File: config.mk
export PLATFORM = sky130hd
export DESIGN_NAME = exb_code_bus
export DESIGN_NICKNAME = d
export VERILOG_FILES = /design/src/rtl/exb_pkg.sv /design/src/rtl/exb_phase_cnt.sv /design/src/rtl/exb_addr_reg.sv /design/src/rtl/exb_seq.sv /design/src/rtl/exb_code_bus.sv
export SDC_FILE = /design/constraint.sdc
export NUM_CORES = 1
export LEC_CHECK = 0
export BUFFER_PORTS_ARGS = -buffer_cell sky130_fd_sc_hd__buf_2
export CORE_MARGIN = 3
export CORE_UTILIZATION = 25
export DETAILED_ROUTE_END_ITERATION = 10
export PLACE_DENSITY_LB_ADDON = 0.05
export SYNTH_ARGS = -nofsm -noshare
export SYNTH_HDL_FRONTEND = slang
export SYNTH_SLANG_ARGS = --single-unit
File: constraint.sdc
create_clock -name clk -period 2.3 [get_ports clk]
set_input_delay 0.23 -clock clk [delete_from_list [all_inputs] [get_ports clk]]
set_output_delay 0.23 -clock clk [all_outputs]
set_load 0.03 [all_outputs]
File: src/rtl/exb_pkg.sv
package exb_pkg;
    typedef enum logic [2:0] {
        ST_IDLE  = 3'd0,
        ST_ADDR  = 3'd1,
        ST_GAP   = 3'd2,
        ST_READ  = 3'd3,
        ST_DONE  = 3'd4,
        ST_LOCAL = 3'd5
    } exb_state_e;
endpackage

File: src/rtl/exb_phase_cnt.sv
// Counts clocks spent in the current phase; cleared on every phase change.
module exb_phase_cnt #(
    parameter int CW = 3
) (
    input  logic          clk,
    input  logic          rst_n,
    input  logic          clr,
    output logic [CW-1:0] cnt
);
    always_ff @(posedge clk) begin
        if (!rst_n)   cnt <= '0;
        else if (clr) cnt <= '0;
        else          cnt <= cnt + 1'b1;
    end
endmodule

File: src/rtl/exb_addr_reg.sv
// Holds the accepted fetch address and the captured code byte.
module exb_addr_reg #(
    parameter int AW = 16,
    parameter int DW = 8
) (
    input  logic          clk,
    input  logic          rst_n,
    input  logic          load,
    input  logic [AW-1:0] addr_in,
    input  logic          cap,
    input  logic [DW-1:0] din,
    output logic [AW-1:0] addr_q,
    output logic [DW-1:0] data_q
);
    always_ff @(posedge clk) begin
        if (!rst_n) begin
            addr_q <= '0;
            data_q <= '0;
        end else begin
            if (load) addr_q <= addr_in;
            if (cap)  data_q <= din;
        end
    end
endmodule

File: src/rtl/exb_seq.sv
// Access sequencer: state register process plus separate output decode.
module exb_seq
    import exb_pkg::*;
#(
    parameter int AW        = 16,
    parameter int CW        = 3,
    parameter int ADDR_CYC  = 2,
    parameter int GAP_CYC   = 1,
    parameter int RD_CYC    = 3,
    parameter int INT_BYTES = 4096
) (
    input  logic          clk,
    input  logic          rst_n,
    input  logic          req,
    input  logic [AW-1:0] req_addr,
    input  logic          onchip_en,
    input  logic [CW-1:0] cnt,
    output logic          load,
    output logic          cap,
    output logic          clr,
    output logic          ale,
    output logic          psen_n,
    output logic          ad_oe,
    output logic          ready,
    output logic          valid,
    output logic          local_hit
);
    localparam logic [CW-1:0] A_LAST = CW'(ADDR_CYC - 1);
    localparam logic [CW-1:0] G_LAST = CW'(GAP_CYC - 1);
    localparam logic [CW-1:0] R_LAST = CW'(RD_CYC - 1);

    exb_state_e state_q, state_d;
    logic       is_local;

    assign is_local = onchip_en && (32'(req_addr) < INT_BYTES);

    always_ff @(posedge clk) begin
        if (!rst_n) state_q <= ST_IDLE;
        else        state_q <= state_d;
    end

    always_comb begin
        state_d = state_q;
        load    = 1'b0;
        cap     = 1'b0;
        unique case (state_q)
            ST_IDLE: begin
                if (req) begin
                    load    = 1'b1;
                    state_d = is_local ? ST_LOCAL : ST_ADDR;
                end
            end
            ST_ADDR:  if (cnt == A_LAST) state_d = ST_GAP;
            ST_GAP:   if (cnt == G_LAST) state_d = ST_READ;
            ST_READ: begin
                if (cnt == R_LAST) begin
                    cap     = 1'b1;
                    state_d = ST_DONE;
                end
            end
            ST_DONE:  state_d = ST_IDLE;
            ST_LOCAL: state_d = ST_IDLE;
            default:  state_d = ST_IDLE;
        endcase
    end

    assign clr = (state_d != state_q);

    always_comb begin
        ale       = 1'b0;
        psen_n    = 1'b1;
        ad_oe     = 1'b0;
        ready     = 1'b0;
        valid     = 1'b0;
        local_hit = 1'b0;
        unique case (state_q)
            ST_IDLE:  ready = 1'b1;
            ST_ADDR: begin
                ale   = 1'b1;
                ad_oe = 1'b1;
            end
            ST_GAP:   ad_oe  = 1'b1;
            ST_READ:  psen_n = 1'b0;
            ST_DONE:  valid  = 1'b1;
            ST_LOCAL: local_hit = 1'b1;
            default:  ready = 1'b0;
        endcase
    end

    a_r9_strobe_exclusive: assert property (@(posedge clk) disable iff (!rst_n)
        !(ale && !psen_n));
    a_r9_port_released: assert property (@(posedge clk) disable iff (!rst_n)
        !(ad_oe && !psen_n));
    a_r6_valid_single: assert property (@(posedge clk) disable iff (!rst_n)
        valid |=> !valid);
    a_r6_valid_after_read: assert property (@(posedge clk) disable iff (!rst_n)
        valid |-> $past(!psen_n));
    a_r7_busy_after_accept: assert property (@(posedge clk) disable iff (!rst_n)
        (ready && req) |=> !ready);
    a_r8_local_quiet: assert property (@(posedge clk) disable iff (!rst_n)
        local_hit |-> (psen_n && !ale && !ad_oe));
    a_r8_local_returns: assert property (@(posedge clk) disable iff (!rst_n)
        local_hit |=> ready);
endmodule

File: src/rtl/exb_code_bus.sv
module exb_code_bus #(
    parameter int AW        = 16,
    parameter int DW        = 8,
    parameter int ADDR_CYC  = 2,
    parameter int GAP_CYC   = 1,
    parameter int RD_CYC    = 3,
    parameter int INT_BYTES = 4096
) (
    input  logic             clk,
    input  logic             rst_n,
    input  logic             fetch_req,
    input  logic [AW-1:0]    fetch_addr,
    input  logic             onchip_en,
    output logic             fetch_ready,
    output logic             fetch_valid,
    output logic [DW-1:0]    fetch_data,
    output logic             local_hit,
    output logic [DW-1:0]    ad_out,
    output logic             ad_oe,
    input  logic [DW-1:0]    ad_in,
    output logic [AW-DW-1:0] addr_hi,
    output logic             ale,
    output logic             psen_n
);
    localparam int MAX_A = (ADDR_CYC > GAP_CYC) ? ADDR_CYC : GAP_CYC;
    localparam int MAX_C = (MAX_A > RD_CYC) ? MAX_A : RD_CYC;
    localparam int CW    = $clog2(MAX_C + 1);

    logic          load, cap, clr;
    logic [CW-1:0] cnt;
    logic [AW-1:0] addr_q;

    exb_phase_cnt #(.CW(CW)) u_cnt (
        .clk(clk), .rst_n(rst_n), .clr(clr), .cnt(cnt)
    );

    exb_addr_reg #(.AW(AW), .DW(DW)) u_regs (
        .clk(clk), .rst_n(rst_n), .load(load), .addr_in(fetch_addr),
        .cap(cap), .din(ad_in), .addr_q(addr_q), .data_q(fetch_data)
    );

    exb_seq #(
        .AW(AW), .CW(CW), .ADDR_CYC(ADDR_CYC), .GAP_CYC(GAP_CYC),
        .RD_CYC(RD_CYC), .INT_BYTES(INT_BYTES)
    ) u_seq (
        .clk(clk), .rst_n(rst_n), .req(fetch_req), .req_addr(fetch_addr),
        .onchip_en(onchip_en), .cnt(cnt), .load(load), .cap(cap), .clr(clr),
        .ale(ale), .psen_n(psen_n), .ad_oe(ad_oe), .ready(fetch_ready),
        .valid(fetch_valid), .local_hit(local_hit)
    );

    assign ad_out  = addr_q[DW-1:0];
    assign addr_hi = addr_q[AW-1:DW];

    a_r3_high_byte_held: assert property (@(posedge clk) disable iff (!rst_n)
        (!fetch_ready && $past(!fetch_ready)) |-> $stable(addr_hi));
    a_r4_low_byte_held: assert property (@(posedge clk) disable iff (!rst_n)
        (ad_oe && $past(ad_oe)) |-> $stable(ad_out));
endmodule

==> flow_summary.toml, run 1 <==
[cts]
root_buffer = "clkbuf_8"
cts_tree = "yes"
worstSkewPairLatency_ns = 0.27
cts_setup_buffers = 0
ctsResizeCount = 0
numCtsBuffers = 5
clockBufferDepth = 2
htreeDepth = 2
hold_buffers = 0
cts.clk_slew.worst_paths_ns = 0.06
cts_sinks = 29

[timing]
period_minus_slack_ns = 1.83
finalHoldViolations = 0
rsz0062_at_grt = "false"
period_share_pct = 79.5
max_freq_mhz = 547
maxSlewViolCount = 0
finalSetupTns_ns = 0
fin_skew_ns = 0.00253
tightestPinTransition_ns = 0.640
setup_violations = 0
slew_headroom_pct = 57.3

[logic_synthesis]
synth_area_leaders = "dfxtp_1, nand2_1, a21boi_0"
synth.largest_area_cell = "dfxtp_1"
yosysUniqueCellTypes = 28
synth_top_area_share_pct = 45.9
yosys.cell_count.top_type = "nand2_1"
synth_nets = 178
synth-seq-area-share_pct = 45.9
ys_warn_count = 0
synth_edf_count = 0
netlist_top_cells_count = "nand2_1, dfxtp_1, a21boi_0, a21boi_1, clkbuf_1"
synth_cells = 147
ys_ff_latch = 29
synth_flop_cell = "dfxtp_1"
async_flop_share_pct = 0
avgSynthCellArea_um2 = 8.61
synth_area_um2 = 1260

[setup_path]
crit_arrival_ns = 2.01
r2r_cells = 3
worstPathMaxFanout = 18
critPathCaptureType = "register"
startpoint_type = "register"
timing.rr.end = "u_cnt.cnt[1]"
r2r_slack_ns = 0.47
r2r_start = "u_seq.state_q[0]"
crit_required_ns = 2.48
criticalPathCategory = "register to register"

[finish]
fin_area_um2 = 1670
layout-area-overhead-vs-synth_pct = 32.0
layout.cells.non_filler = 271
regArea_um2 = 581
fill_cells = 528
multi_input_area_um2 = 614
antenna_cells = 0
drive_gt1_share_pct = 32.4
utilization_pct = 34.7
nets = 234

[floorplan]
core_um2 = 4820
ios = 58
die_area_um2 = 5950
rows = 25
die_h_um = 77.1
die_x_um = 77.1
start_util_pct = 26.3

[grt]
grt_max_degree = 26
grt_pass1_wl_um = 5410
grt_pass1_vias = 1176
grtUsageTotal_pct = 11.4
antenna_found_initial = 0
grt-ovfl-total = 0

[flow_run]
cap_violations = 0

[route]
num_vias = 1179
drcViolationCount = 0
first_pass_iters = 4
vias_per_cell = 4.35
post_drt_wl_per_cell_um = 11.8
drt-initial-drc-count = 51
ant_nets = 0
wirelength_um = 3200

[placed_design]
hpwl_um = 2290
placedCellCount = 263
place_area_um2 = 1590
place_congestion = 0.782
portBuffers = 57

[hold_path]
min_path_type = "input pin to register"
whs_endpoint = "u_regs.addr_q[7]"
hold_path_depth = 3
hp-start = "fetch_addr[7]"

[pwr]
p_per_area_nw_per_um2 = 722
power_mw = 1.21
peakVddDrop_uv = 291
p_leak_nw = 0.732

[status]
status = "finished clean"
layer usage:
| layer | vias to the layer above | share of wire (%) | track usage (%) |
|---|---|---|---|
| li1 | 603 | - | - |
| met1 | 532 | 48 | 13.3 |
| met2 | 39 | 43 | 18.3 |
| met3 | 5 | 7.5 | 4.34 |
| met4 | 0 | 1.2 | 4.98 |
| met5 | - | 0 | 0 |
report_power, final:
| part | switching, mW | total [mW] | leakage [nW] | internal [mW] |
|---|---|---|---|---|
| Clock | 0.173 | 0.388 | 0.0395 | 0.214 |
| Combinational | 0.167 | 0.259 | 0.456 | 0.0920 |
| Sequential | 0.0248 | 0.560 | 0.237 | 0.535 |
| Total | 0.365 | 1.21 | 0.732 | 0.841 |
state kept, by name, indices dropped and copies added, names as in the netlist:
register,count
u_cnt.cnt,2
u_seq.state_q,3
u_regs.data_q,8
u_regs.addr_q,16
layout make-up:
type | instances | share of cell area [%]
Clock buffer | 8 | 4.79
Inverter | 3 | 0.674
Multi-Input combinational cell | 105 | 36.8
Sequential cell | 29 | 34.8
Tap cell | 67 | 5.02
Timing Repair Buffer | 59 | 18.0
cell families (layout without fill, tap and decap cells):
group	after synthesis	in the layout	synth area share [%]
fa+ha+maj	3	3	2.97
compound gates	31	31	18.1
flops	29	29	45.9
buf+inv	13	70	5.54
xor+xnor	1	1	0.693
simple gates	70	70	26.8
cells in the final DEF (no fill, tap or decap), types with 2 or more instances in the layout:
master,synthesis,layout
buf_2,2,57
nand2_1,50,50
dfxtp_1,29,29
a21boi_0,16,16
a21boi_1,9,9
clkbuf_8,0,5
inv_1,3,3
nor3b_1,3,3
a21oi_1,3,3
ha_1,3,3
clkbuf_1,4,3
nand3b_1,2,2
nor3_1,2,2
nor2_1,2,2
nand2b_1,2,2
nor4_1,2,2
nand3_1,2,2
buf_4,1,2
worst max-delay path, cell delays in order (launching register included):
cell and delay [ns]:
dfxtp_1 0.61, or4b_1 0.60, o211ai_1 0.24, nor4b_1 0.27
worst max-delay path by stage:
stage	startpoint	endpoint	slack [ns]
CTS	u_seq.state_q[0]	u_cnt.cnt[0]	0.45
finish	u_seq.state_q[0]	u_cnt.cnt[1]	0.47
global route	u_seq.state_q[0]	u_cnt.cnt[0]	0.27
global placement	u_seq.state_q[0]	u_cnt.cnt[1]	0.55
detailed placement	u_seq.state_q[0]	u_cnt.cnt[0]	0.47
floorplan	u_seq.state_q[0]	local_hit	0.64
per-stage QoR:
step	hold WS [ns]	setup WS, ns
floorplan	0.365	0.645
global route	0.192	0.266
CTS	0.179	0.452
global placement	0.441	0.551
detailed placement	0.444	0.467
finish	0.193	0.471
Note: power is estimated with default switching activity, not from simulation.
==> run 2, diff against run 1 <==
==> constraint.sdc (replaced) <==
create_clock -name clk -period 1.7 [get_ports clk]
set_input_delay 0.17 -clock clk [delete_from_list [all_inputs] [get_ports clk]]
set_output_delay 0.17 -clock clk [all_outputs]
set_load 0.03 [all_outputs]
==> flow_summary.toml, run 2 (synthesis results as in run 1) <==
[floorplan]
die_h_um = 77.1
rows = 25
die_x_um = 77.1
start_util_pct = 26.3
ios = 58
core_um2 = 4820
die_area_um2 = 5950

[pwr]
p_leak_nw = 0.757
peakVddDrop_uv = 346
p_comb_share_pct = 22.6
netSwitchingFraction_pct = 30.8
p_switching_mw = 0.508
power_mw = 1.65
cellInternalPower_mw = 1.14
power_frac_seq_pct = 45.1
clkPwrFrac_pct = 32.3
p_per_area_nw_per_um2 = 969

[timing]
whs_ns = 0.127
fin_skew_ns = 0.00270
slew_headroom_pct = 72.2
period_share_pct = 89.0
maxSlewViolCount = 0
max_freq_mhz = 661
finalHoldViolations = 0
finalSetupTns_ns = 0
rsz0062_at_grt = "false"
period_minus_slack_ns = 1.51
setup_ws_ns = 0.187
setup_violations = 0
tightestPinTransition_ns = 0.415

[route]
post_drt_wl_per_cell_um = 11.6
drcViolationCount = 0
drt-initial-drc-count = 41
wirelength_um = 3190
num_vias = 1182
dr_wl_met2_um = 1530
first_pass_iters = 4
dr_wl_met3_um = 258
wl_met1_um = 1370
top_layer = "met4"
vias_per_cell = 4.30
ant_nets = 0

[placed_design]
pre_cts_ws_ns = 0.253
place_congestion = 0.694
portBuffers = 57
placedCellCount = 267
hpwl_um = 2360
place_area_um2 = 1620

[cts]
cts_setup_buffers = 0
worstSkewPairLatency_ns = 0.27
numCtsBuffers = 5
root_buffer = "clkbuf_8"
cts.clk_slew.worst_paths_ns = 0.06
clockBufferDepth = 2
cts_tree = "yes"
ctsResizeCount = 0
htreeDepth = 2
cts_sinks = 29
hold_buffers = 0

[setup_path]
startpoint_type = "register"
worstPathMaxFanout = 13
crit_required_ns = 1.53
critPathCaptureType = "primary output"
crit_arrival_ns = 1.34
criticalPathCategory = "register to primary output"

[finish]
nets = 238
regArea_um2 = 581
layout.cells.non_filler = 275
fill_cells = 558
largest_reg_flops = 16
final_cell_mix = "buf_2, nand2_1, dfxtp_1"
multi_input_area_um2 = 614
utilization_pct = 35.4
top_regs = "u_regs.addr_q x16, u_regs.data_q x8, u_seq.state_q x3"
top_register = "u_regs.addr_q"
antenna_cells = 0
layout_commonest_cell = "buf_2"
fin_area_um2 = 1700
layout-area-overhead-vs-synth_pct = 34.6
drive_gt1_share_pct = 34.6

[flow_run]
cap_violations = 0

[status]
status = "finished clean"

[grt]
antenna_found_initial = 0
grt-ovfl-total = 0
grtUsageTotal_pct = 11.2
grt_pass1_vias = 1149
grt_max_degree = 25
grt_pass1_wl_um = 5290

[hold_path]
min_path_type = "input pin to register"
run 2: changes by cell type in the layout (fill, tap and decap cells not counted):
| cell | previous run | this run |
|---|---|---|
| clkinv_2 | 0 | 2 |
| clkbuf_1 | 3 | 1 |
| buf_4 | 2 | 6 |
run 2: path summary, 6_finish.rpt:
path                                  startpoint                to  slack [ns]  cells after the start
worst max-delay path            u_seq.state_q[0]         local_hit        0.19                      4
worst min-delay path               fetch_addr[8]  u_regs.addr_q[8]        0.13                      3
worst max register to register      u_cnt.cnt[0]  u_regs.data_q[4]        0.30                      5
worst min register to register  u_regs.addr_q[6]  u_regs.addr_q[6]        0.45                      2
run 2: area by class of cell:
type	instances	share of cell area [%]
clock buffers	6	4.26
flip-flops and latches	29	34.1
clock inverters	2	0.588
well taps	67	4.92
multi-input cells	105	36.1
repair buffers	63	19.4
inverters	3	0.661
run 2: per-layer routing:
layer | track usage [%] | vias up
met2 | 18.7 | 35
met5 | 0 | -
met1 | 12.4 | 534
met3 | 4.93 | 5
met4 | 4.27 | 0
li1 | - | 608
run 2: power by group through the flow:
stage                     combinational, mW  sequential (mW)  clock [mW]
after detailed placement              0.379            0.760           0
after global placement                0.371            0.758           0
after CTS                             0.381            0.744       0.564
after global routing                  0.415            0.749       0.590
final                                 0.374            0.744       0.532
after floorplan                       0.197            0.823           0
run 2: critical path: stages, from the launching register on:
cell	delay (ns)
dfxtp_1	0.32
buf_4	0.20
inv_1	0.11
nor3b_1	0.21
buf_2	0.23
==> run 3, diff against run 2 <==
--- a/config.mk
+++ b/config.mk
@@ -7,9 +7,10 @@
 export LEC_CHECK = 0
 export BUFFER_PORTS_ARGS = -buffer_cell sky130_fd_sc_hd__buf_2
 export CORE_MARGIN = 3
-export CORE_UTILIZATION = 25
+export CORE_UTILIZATION = 45
 export DETAILED_ROUTE_END_ITERATION = 10
 export PLACE_DENSITY_LB_ADDON = 0.05
+export SETUP_SLACK_MARGIN = 0.4
 export SYNTH_ARGS = -nofsm -noshare
 export SYNTH_HDL_FRONTEND = slang
 export SYNTH_SLANG_ARGS = --single-unit
==> flow_summary.toml, run 3 (synthesis results as in run 1) <==
[timing]
rsz0062_at_grt = "true"
fin_skew_ns = 0.0127
period_minus_slack_ns = 1.42
period_share_pct = 83.3
max_freq_mhz = 707
tightestPinTransition_ns = 0.352
finalSetupTns_ns = 0
setup_ws_ns = 0.285
setup_violations = 0
slew_headroom_pct = 76.6
whs_ns = 0.0673
finalHoldViolations = 0
maxSlewViolCount = 0

[route]
num_vias = 1312
ant_nets = 0
vias_per_cell = 5.21
first_pass_iters = 4
post_drt_wl_per_cell_um = 14.5
wirelength_um = 3660
drcViolationCount = 0
drt-initial-drc-count = 47

[grt]
grt_pass1_wl_um = 5330
grt-ovfl-total = 0
antenna_found_initial = 0
grt_pass1_vias = 1192
grt_max_degree = 26
grtUsageTotal_pct = 20.2

[finish]
layout.cells.non_filler = 252
multi_input_area_um2 = 708
fill_cells = 203
drive_gt1_share_pct = 50.9
final_cell_mix = "buf_2, nand2_1, dfxtp_1"
nets = 252
antenna_cells = 0
layout-area-overhead-vs-synth_pct = 50.6
top_regs = "u_regs.addr_q x16, u_regs.data_q x8, u_seq.state_q x3"
regArea_um2 = 587
largest_reg_flops = 16
layout_commonest_cell = "buf_2"
fin_area_um2 = 1910
top_register = "u_regs.addr_q"
utilization_pct = 74.2

[cts]
numCtsBuffers = 5
clockBufferDepth = 2
cts.clk_slew.worst_paths_ns = 0.10
worstSkewPairLatency_ns = 0.33
cts_tree = "yes"
cts_sinks = 29
root_buffer = "clkbuf_4"
htreeDepth = 2
hold_buffers = 0

[setup_path]
timing.rr.end = "u_regs.addr_q[15]"
worstPathMaxFanout = 5
crit_arrival_ns = 1.25
critPathCaptureType = "primary output"
r2r_cells = 6
crit_required_ns = 1.53
criticalPathCategory = "register to primary output"
r2r_start = "u_seq.state_q[0]"
r2r_slack_ns = 0.31
startpoint_type = "register"

[placed_design]
place_congestion = 0.740
portBuffers = 57
pre_cts_ws_ns = 0.245
hpwl_um = 2080
place_area_um2 = 1580
placedCellCount = 229

[hold_path]
hp-start = "fetch_addr[1]"
whs_endpoint = "u_regs.addr_q[1]"
hold_path_depth = 3
min_path_type = "input pin to register"

[pwr]
power_mw = 1.65
p_leak_nw = 0.866
peakVddDrop_uv = 810
p_per_area_nw_per_um2 = 868

[status]
status = "finished clean"

[flow_run]
cap_violations = 0

[floorplan]
die_h_um = 59.0
rows = 18
die_x_um = 59.0
die_area_um2 = 3480
start_util_pct = 49.3
core_um2 = 2570
ios = 58
==> run 3: cell types whose count changed in the layout (fill, tap and decap cells not counted), sizes merged <==
cell	before	now
buf	63	77
==> run 3: worst max-delay path by stage <==
stage,start,end,slack (ns),cells past startpoint
finish,u_seq.state_q[0],local_hit,0.28,4
CTS,u_seq.state_q[0],u_regs.addr_q[15],0.34,6
floorplan,u_seq.state_q[0],ale,0.18,3
detailed placement,u_seq.state_q[1],u_regs.addr_q[10],0.24,4
global route,u_seq.state_q[0],local_hit,0.24,4
global placement,u_seq.state_q[1],u_regs.addr_q[7],0.29,4
==> run 3: power breakdown <==
part	total, mW	switching (mW)	internal (mW)	leakage (nW)
Combinational	0.515	0.292	0.224	0.596
Clock	0.394	0.237	0.157	0.0320
Sequential	0.745	0.0228	0.722	0.238
==> run 3: critical path, cell delays in order (launching register included) <==
cell     delay, ns
dfxtp_2       0.35
buf_6         0.14
inv_4         0.05
nor3b_2       0.19
buf_4         0.20
==> run 3: what timing repair did <==
action,in CTS,in global routing
endpoints found under the hold margin,0,0
pin swaps,5,13
endpoints found under the setup margin,33,34
buffers inserted,12,1
gates cloned,1,1
resized for setup,26,32
==> run 3: layout make-up <==
class | count | area share, %
multi-input combinational | 105 | 37.2
sequential | 29 | 30.8
timing repair buffer | 77 | 26.7
clock buffer | 6 | 2.17
tap | 30 | 1.97
inverter | 3 | 0.722
clock inverter | 2 | 0.525
==> run 3: per-layer routing <==
layer,up-vias,GRT usage [%],share of wire [%],routed length (um)
met5,-,0,0,0
met4,0,8.74,3.0,111
met3,12,5.01,9.5,347
met2,65,33.4,49,1790
met1,591,24.8,39,1410
li1,644,-,-,-
